[src/rtl/vcap_csr_pkg.sv]
package vcap_csr_pkg;
  localparam int unsigned A_CTRL  = 0;
  localparam int unsigned A_STAT  = 1;
  localparam int unsigned A_IRQ   = 2;
  localparam int unsigned A_LEVEL = 3;
  localparam int unsigned A_SAMP  = 4;
  localparam int unsigned A_LINE  = 5;

  localparam int unsigned C_GO     = 0;
  localparam int unsigned C_IE_SU  = 1;
  localparam int unsigned C_IE_EOF = 2;

  localparam int unsigned S_RUN    = 0;
  localparam int unsigned S_INTL   = 7;
  localparam int unsigned S_STABLE = 8;
  localparam int unsigned S_OVF    = 9;
  localparam int unsigned S_RES    = 10;
  localparam int unsigned S_LOCK   = 11;
  localparam int unsigned S_DROP   = 14;
  localparam int unsigned S_DCNT   = 15;

  localparam int unsigned I_SU  = 1;
  localparam int unsigned I_EOF = 2;
  localparam int unsigned N_IRQ = 2;

  typedef struct packed {
    logic ie_eof;
    logic ie_su;
    logic go;
  } ctrl_t;
endpackage

[src/rtl/vcap_w1c_bit.sv]
module vcap_w1c_bit (
  input  logic clk_i,
  input  logic rst_ni,
  input  logic set_i,
  input  logic clr_i,
  output logic q_o
);
  always_ff @(posedge clk_i or negedge rst_ni) begin
    if (!rst_ni)     q_o <= 1'b0;
    else if (set_i)  q_o <= 1'b1;
    else if (clr_i)  q_o <= 1'b0;
  end

  assert_set_wins_R8: assert property (@(posedge clk_i) disable iff (!rst_ni)
    set_i |=> q_o);
  assert_w1c_clear_R4: assert property (@(posedge clk_i) disable iff (!rst_ni)
    (clr_i && !set_i) |=> !q_o);
  assert_hold_R6: assert property (@(posedge clk_i) disable iff (!rst_ni)
    (!clr_i && !set_i) |=> $stable(q_o));
endmodule

[src/rtl/vcap_run_gate.sv]
module vcap_run_gate (
  input  logic clk_i,
  input  logic rst_ni,
  input  logic frame_start_i,
  input  logic go_i,
  output logic run_o
);
  // Output enable follows the start bit only on frame boundaries
  always_ff @(posedge clk_i or negedge rst_ni) begin
    if (!rst_ni)            run_o <= 1'b0;
    else if (frame_start_i) run_o <= go_i;
  end

  assert_run_hold_R3: assert property (@(posedge clk_i) disable iff (!rst_ni)
    !frame_start_i |=> $stable(run_o));
  assert_run_load_R3: assert property (@(posedge clk_i) disable iff (!rst_ni)
    frame_start_i |=> (run_o == $past(go_i)));
endmodule

[src/rtl/vcap_drop_track.sv]
module vcap_drop_track #(
  parameter int unsigned CNT_W = 7
) (
  input  logic             clk_i,
  input  logic             rst_ni,
  input  logic             drop_i,
  input  logic             clr_i,
  output logic             flag_o,
  output logic [CNT_W-1:0] cnt_o
);
  localparam logic [CNT_W-1:0] CNT_MAX = {CNT_W{1'b1}};
  localparam logic [CNT_W-1:0] CNT_ONE = CNT_W'(1);

  logic [CNT_W-1:0] cnt_base;
  assign cnt_base = clr_i ? '0 : cnt_o;

  always_ff @(posedge clk_i or negedge rst_ni) begin
    if (!rst_ni) begin
      flag_o <= 1'b0;
      cnt_o  <= '0;
    end else if (drop_i) begin
      flag_o <= 1'b1;
      if (cnt_base != CNT_MAX) cnt_o <= cnt_base + CNT_ONE;
    end else if (clr_i) begin
      flag_o <= 1'b0;
      cnt_o  <= '0;
    end
  end

  assert_drop_sat_R7: assert property (@(posedge clk_i) disable iff (!rst_ni)
    (drop_i && !clr_i && cnt_o == CNT_MAX) |=> (cnt_o == CNT_MAX));
  assert_drop_flag_R7: assert property (@(posedge clk_i) disable iff (!rst_ni)
    (cnt_o != '0) |-> flag_o);
  assert_drop_clear_R7: assert property (@(posedge clk_i) disable iff (!rst_ni)
    (clr_i && !drop_i) |=> (cnt_o == '0 && !flag_o));
  assert_drop_restart_R8: assert property (@(posedge clk_i) disable iff (!rst_ni)
    (clr_i && drop_i) |=> (cnt_o == CNT_ONE && flag_o));
endmodule

[src/rtl/vcap_csr.sv]
module vcap_csr
  import vcap_csr_pkg::*;
#(
  parameter int unsigned ADDR_W = 4,
  parameter int unsigned DATA_W = 32,
  parameter int unsigned LVL_W  = 12,
  parameter int unsigned MEAS_W = 16,
  parameter int unsigned DROP_W = 7
) (
  input  logic              clk_i,
  input  logic              rst_ni,
  input  logic [ADDR_W-1:0] addr_i,
  input  logic              wr_en_i,
  input  logic [DATA_W-1:0] wdata_i,
  output logic [DATA_W-1:0] rdata_o,
  input  logic              frame_start_i,
  input  logic              status_evt_i,
  input  logic              eof_evt_i,
  input  logic              fifo_ovf_i,
  input  logic              pic_drop_i,
  input  logic              interlaced_i,
  input  logic              stable_i,
  input  logic              res_valid_i,
  input  logic              locked_i,
  input  logic [LVL_W-1:0]  fifo_level_i,
  input  logic [MEAS_W-1:0] sample_cnt_i,
  input  logic [MEAS_W-1:0] line_cnt_i,
  output logic              run_o,
  output logic              irq_o
);
  localparam int unsigned DCNT_HI = S_DCNT + DROP_W - 1;

  logic wr_ctrl, wr_stat, wr_irq;
  assign wr_ctrl = wr_en_i && (addr_i == ADDR_W'(A_CTRL));
  assign wr_stat = wr_en_i && (addr_i == ADDR_W'(A_STAT));
  assign wr_irq  = wr_en_i && (addr_i == ADDR_W'(A_IRQ));

  ctrl_t ctrl_q;
  always_ff @(posedge clk_i or negedge rst_ni) begin
    if (!rst_ni) ctrl_q <= '0;
    else if (wr_ctrl) begin
      ctrl_q.go     <= wdata_i[C_GO];
      ctrl_q.ie_su  <= wdata_i[C_IE_SU];
      ctrl_q.ie_eof <= wdata_i[C_IE_EOF];
    end
  end

  vcap_run_gate u_gate (
    .clk_i         (clk_i),
    .rst_ni        (rst_ni),
    .frame_start_i (frame_start_i),
    .go_i          (ctrl_q.go),
    .run_o         (run_o)
  );

  logic [N_IRQ-1:0] irq_evt, irq_en, irq_sts;
  assign irq_evt = {eof_evt_i, status_evt_i};
  assign irq_en  = {ctrl_q.ie_eof, ctrl_q.ie_su};

  for (genvar g = 0; g < N_IRQ; g++) begin : g_irq
    vcap_w1c_bit u_bit (
      .clk_i  (clk_i),
      .rst_ni (rst_ni),
      .set_i  (irq_evt[g]),
      .clr_i  (wr_irq && wdata_i[I_SU + g]),
      .q_o    (irq_sts[g])
    );
  end

  assign irq_o = |(irq_sts & irq_en);

  logic ovf_q;
  vcap_w1c_bit u_ovf (
    .clk_i  (clk_i),
    .rst_ni (rst_ni),
    .set_i  (fifo_ovf_i),
    .clr_i  (wr_stat && wdata_i[S_OVF]),
    .q_o    (ovf_q)
  );

  logic              drop_q;
  logic [DROP_W-1:0] drop_cnt;
  vcap_drop_track #(.CNT_W(DROP_W)) u_drop (
    .clk_i  (clk_i),
    .rst_ni (rst_ni),
    .drop_i (pic_drop_i),
    .clr_i  (wr_stat && wdata_i[S_DROP]),
    .flag_o (drop_q),
    .cnt_o  (drop_cnt)
  );

  logic [DATA_W-1:0] stat_w, ctrl_w, irq_w;
  always_comb begin
    ctrl_w = '0;
    ctrl_w[C_GO]     = ctrl_q.go;
    ctrl_w[C_IE_SU]  = ctrl_q.ie_su;
    ctrl_w[C_IE_EOF] = ctrl_q.ie_eof;

    stat_w = '0;
    stat_w[S_RUN]    = run_o;
    stat_w[S_INTL]   = interlaced_i;
    stat_w[S_STABLE] = stable_i;
    stat_w[S_OVF]    = ovf_q;
    stat_w[S_RES]    = res_valid_i;
    stat_w[S_LOCK]   = locked_i;
    stat_w[S_DROP]   = drop_q;
    stat_w[DCNT_HI:S_DCNT] = drop_cnt;

    irq_w = '0;
    irq_w[I_EOF:I_SU] = irq_sts;
  end

  always_comb begin
    case (addr_i)
      ADDR_W'(A_CTRL):  rdata_o = ctrl_w;
      ADDR_W'(A_STAT):  rdata_o = stat_w;
      ADDR_W'(A_IRQ):   rdata_o = irq_w;
      ADDR_W'(A_LEVEL): rdata_o = DATA_W'(fifo_level_i);
      ADDR_W'(A_SAMP):  rdata_o = DATA_W'(sample_cnt_i);
      ADDR_W'(A_LINE):  rdata_o = DATA_W'(line_cnt_i);
      default:          rdata_o = '0;
    endcase
  end

  assert_irq_quiet_R5: assert property (@(posedge clk_i) disable iff (!rst_ni)
    (!ctrl_q.ie_su && !ctrl_q.ie_eof) |-> !irq_o);
  assert_run_mirror_R3: assert property (@(posedge clk_i) disable iff (!rst_ni)
    (addr_i == ADDR_W'(A_STAT)) |-> (rdata_o[S_RUN] == run_o));
endmodule

[config.mk]
export PLATFORM = sky130hd
export DESIGN_NAME = vcap_csr
export DESIGN_NICKNAME = d
export VERILOG_FILES = /design/src/rtl/vcap_csr_pkg.sv /design/src/rtl/vcap_w1c_bit.sv /design/src/rtl/vcap_run_gate.sv /design/src/rtl/vcap_drop_track.sv /design/src/rtl/vcap_csr.sv
export SDC_FILE = /design/constraint.sdc
export NUM_CORES = 1
export LEC_CHECK = 0
export BUFFER_PORTS_ARGS = -buffer_cell sky130_fd_sc_hd__buf_2
export CAP_MARGIN = 20
export CORE_MARGIN = 1
export CORE_UTILIZATION = 35
export DETAILED_ROUTE_END_ITERATION = 10
export PLACE_DENSITY = 0.83
export RECOVER_POWER = 25
export SETUP_SLACK_MARGIN = 0.5
export SLEW_MARGIN = 20
export SYNTH_ARGS = -nofsm -noshare
export SYNTH_HDL_FRONTEND = slang
export SYNTH_SLANG_ARGS = --single-unit
[constraint.sdc]
create_clock -name clk_i -period 2.5 [get_ports clk_i]
set_input_delay 0.5 -clock clk_i [delete_from_list [all_inputs] [get_ports clk_i]]
set_output_delay 0.5 -clock clk_i [all_outputs]
set_load 0.02 [all_outputs]
==> run metrics <==
Total GRT Usage 18.2%; worst-path fanout max 15; Die H 62.6 um; post-detailed-route count of antenna-violating nets 0; Setup TNS Final 0 ns; Net count, final 324; reg-to-reg slack, setup 1.27 ns; DRT iter0 DRCs 49; Tot Pwr 0.839 mW; Yosys Warn Count 0; Avg WL per Cell 12.9 um; CP endpoint kind output port; final hold vios 0; Peak VDD IR 0.000296 V; # placed instances 269; Fillers 321; # clock sinks 15; FMAX 0.514 GHz; ys async rst share 100%; final setup margin 0.556 ns; Via density 5.11; WP data required 2.00 ns; Post-synth EDFFs 0; vias in the first global route 1361; Critical Path Start Type input port; top post-synthesis cells by area dfrtp_1, a22oi_1, buf_4, mux2i_1, mux2_2; largest net degree at the start of global routing 16; post-synthesis register bit count 15; Die W 62.6 um; CP Capture Point rdata_o[8]; Vias 1416; Final period util 77.8%; Diodes inserted 0; H-tree depth 1; Longest Clk Path Bufs 2; grt ovf 0; CTS tree yes; Worst Path Arrival 1.44 ns; Num CTS Buffers 3; share of layout cells above drive strength 1 51.1%; DP HPWL 2.63 mm; max-cap viol count 0; num rows 21; Initial Utilization 37.6%; die area 0.00391 sq mm; initial antenna violation count 0; 1st-pass router iterations 6; Syn Area/Cell 9.04 sq um; I/O Buffers 88; sequential area share after synthesis 29.2%; Final Non-Filler Cells 277; worst hold path type in2async; worst skew pair latency 0.28 ns; setup violators final 0; RSZ-0062 raised after global routing yes; fin crit period 1.94 ns; top-count cell post-synth nand2_1; final WL 3.59 mm; Worst Tran Pin Value 0.789 ns; Worst setup startpoint addr_i[1]; worst reg-to-reg path cell count 3; Mapped Cells 142; Leak Pwr 0.955 nW; Core ar. 0.00342 sq mm; DP Worst Slack 0.393 ns; clock transition at the registers of the reported paths 0.09 ns; Placer Congestion 0.849; IO Pins 126; first-pass GRT wire length 5.79 mm; area leader, netlist dfrtp_1; status finished clean; power per cell area 459 mW/mm^2; clk_skew 0.000210 ns; post-synthesis cell area 0.00128 sq mm; Unique masters post-synth 39; CTS root buffer clkbuf_4; Final Max Slew Viols 0; DRC 0; Slew headroom 47.4%; most common flop cell mapped by yosys dfrtp_1; area grow syn2layout 42.3%; top cells by count, synth nand2_1, dfrtp_1, a22oi_1, buf_4, mux2i_1; RR Endpoint u_drop.cnt_o[1]; Setup CP Type in2out; share of the synthesized area in the top cell type 29.2%; worst r2r src u_drop.cnt_o[0]
-- routing by layer --
| layer | track usage [%] | vias up | part of all wire (%) |
|---|---|---|---|
| met5 | 0 | - | 0 |
| met4 | 6.98 | 0 | 1.1 |
| met3 | 4.01 | 4 | 7.3 |
| met2 | 34.2 | 64 | 53 |
| met1 | 19.6 | 655 | 38 |
| li1 | - | 693 | - |
-- power breakdown --
part           switching (mW)  internal, mW  leakage (nW)
combinational           0.169         0.156         0.772
clock                  0.0728        0.0618        0.0150
sequential             0.0779         0.301         0.168
total                   0.320         0.519         0.955
-- through the flow --
step | hold slack, ns | area (sq um) | util, %
after floorplan | 0.204 | 1320 | -
after global placement | 0.416 | 1700 | 49.8
after detailed placement | 0.420 | 1700 | 49.8
after CTS | 0.112 | 1750 | 51.2
after global routing | 0.335 | 1830 | 53.5
final | 0.272 | 1830 | 53.5
-- logic make-up after synthesis --
family,count (synthesis),share of synthesized area (%)
simple gates,52,24.8
mux,16,13.5
flops,15,29.2
buf+inv,20,10.7
other cells,1,0.292
compound gates,38,21.4
-- layout make-up --
class	instances	area, sq um	share of cell area (%)
clock buffers	4	26.3	1.44
repair buffers	93	522	28.6
well taps	46	57.6	3.15
inverters	2	7.51	0.411
multi-input cells	117	838	45.9
flip-flops and latches	15	375	20.5
-- registers in the layout, summed over array words and instances, names as in the netlist --
register         flops
u_drop.cnt_o         7
ctrl_q               3
g_irq.u_bit.q_o      2
u_drop.flag_o        1
u_gate.run_o         1
u_ovf.q_o            1
-- cell usage in the layout, fill, tap and decap left out, types with 2 or more instances in the layout --
cell      netlist  routed
nor3_1          4       3
mux2i_1         8       8
clkbuf_4        0       3
mux2_2          7       7
nor2_1          4       3
inv_1           2       2
a41oi_1         2       2
and4bb_2        1       2
a21o_1          4       4
dfrtp_1        15      15
o21ai_1         0       4
nand2_1        19      19
buf_2           2      78
a22o_1          3       3
nor4b_4         1       2
buf_6           2       4
o21ai_0         7       3
nand3_1         4       4
and4_1          2       2
and2_2          6       6
a21oi_1         3       3
a22oi_1        14      14
nand4_1         2       2
conb_1          1      10
buf_4          12       9
clkbuf_1        2       2
-- worst min path at each step --
stage	startpoint	end	slack (ns)	cells past startpoint
global route	rst_ni	g_irq[1].u_bit.q_o	0.33	1
finish	rst_ni	u_drop.cnt_o[6]	0.27	1
floorplan	rst_ni	ctrl_q[0]	0.20	0
global placement	rst_ni	g_irq[1].u_bit.q_o	0.42	1
detailed placement	rst_ni	g_irq[1].u_bit.q_o	0.42	1
CTS	rst_ni	u_drop.cnt_o[4]	0.11	1
-- repair_timing --
item | 4_1_cts | 5_1_grt
resized for setup | 3 | 26
cloned | 1 | 2
setup endpoints to repair | 21 | 22
pin swaps | 1 | 2
hold buffers | 0 | 0
setup buffers | 0 | 1
-- critical path, stage by stage --
cell and delay (ns):
buf_8 0.14, nor4b_4 0.29, buf_4 0.20, a22oi_1 0.06, o21ai_0 0.06, buf_2 0.18
Note: power is estimated with default switching activity, not from simulation.
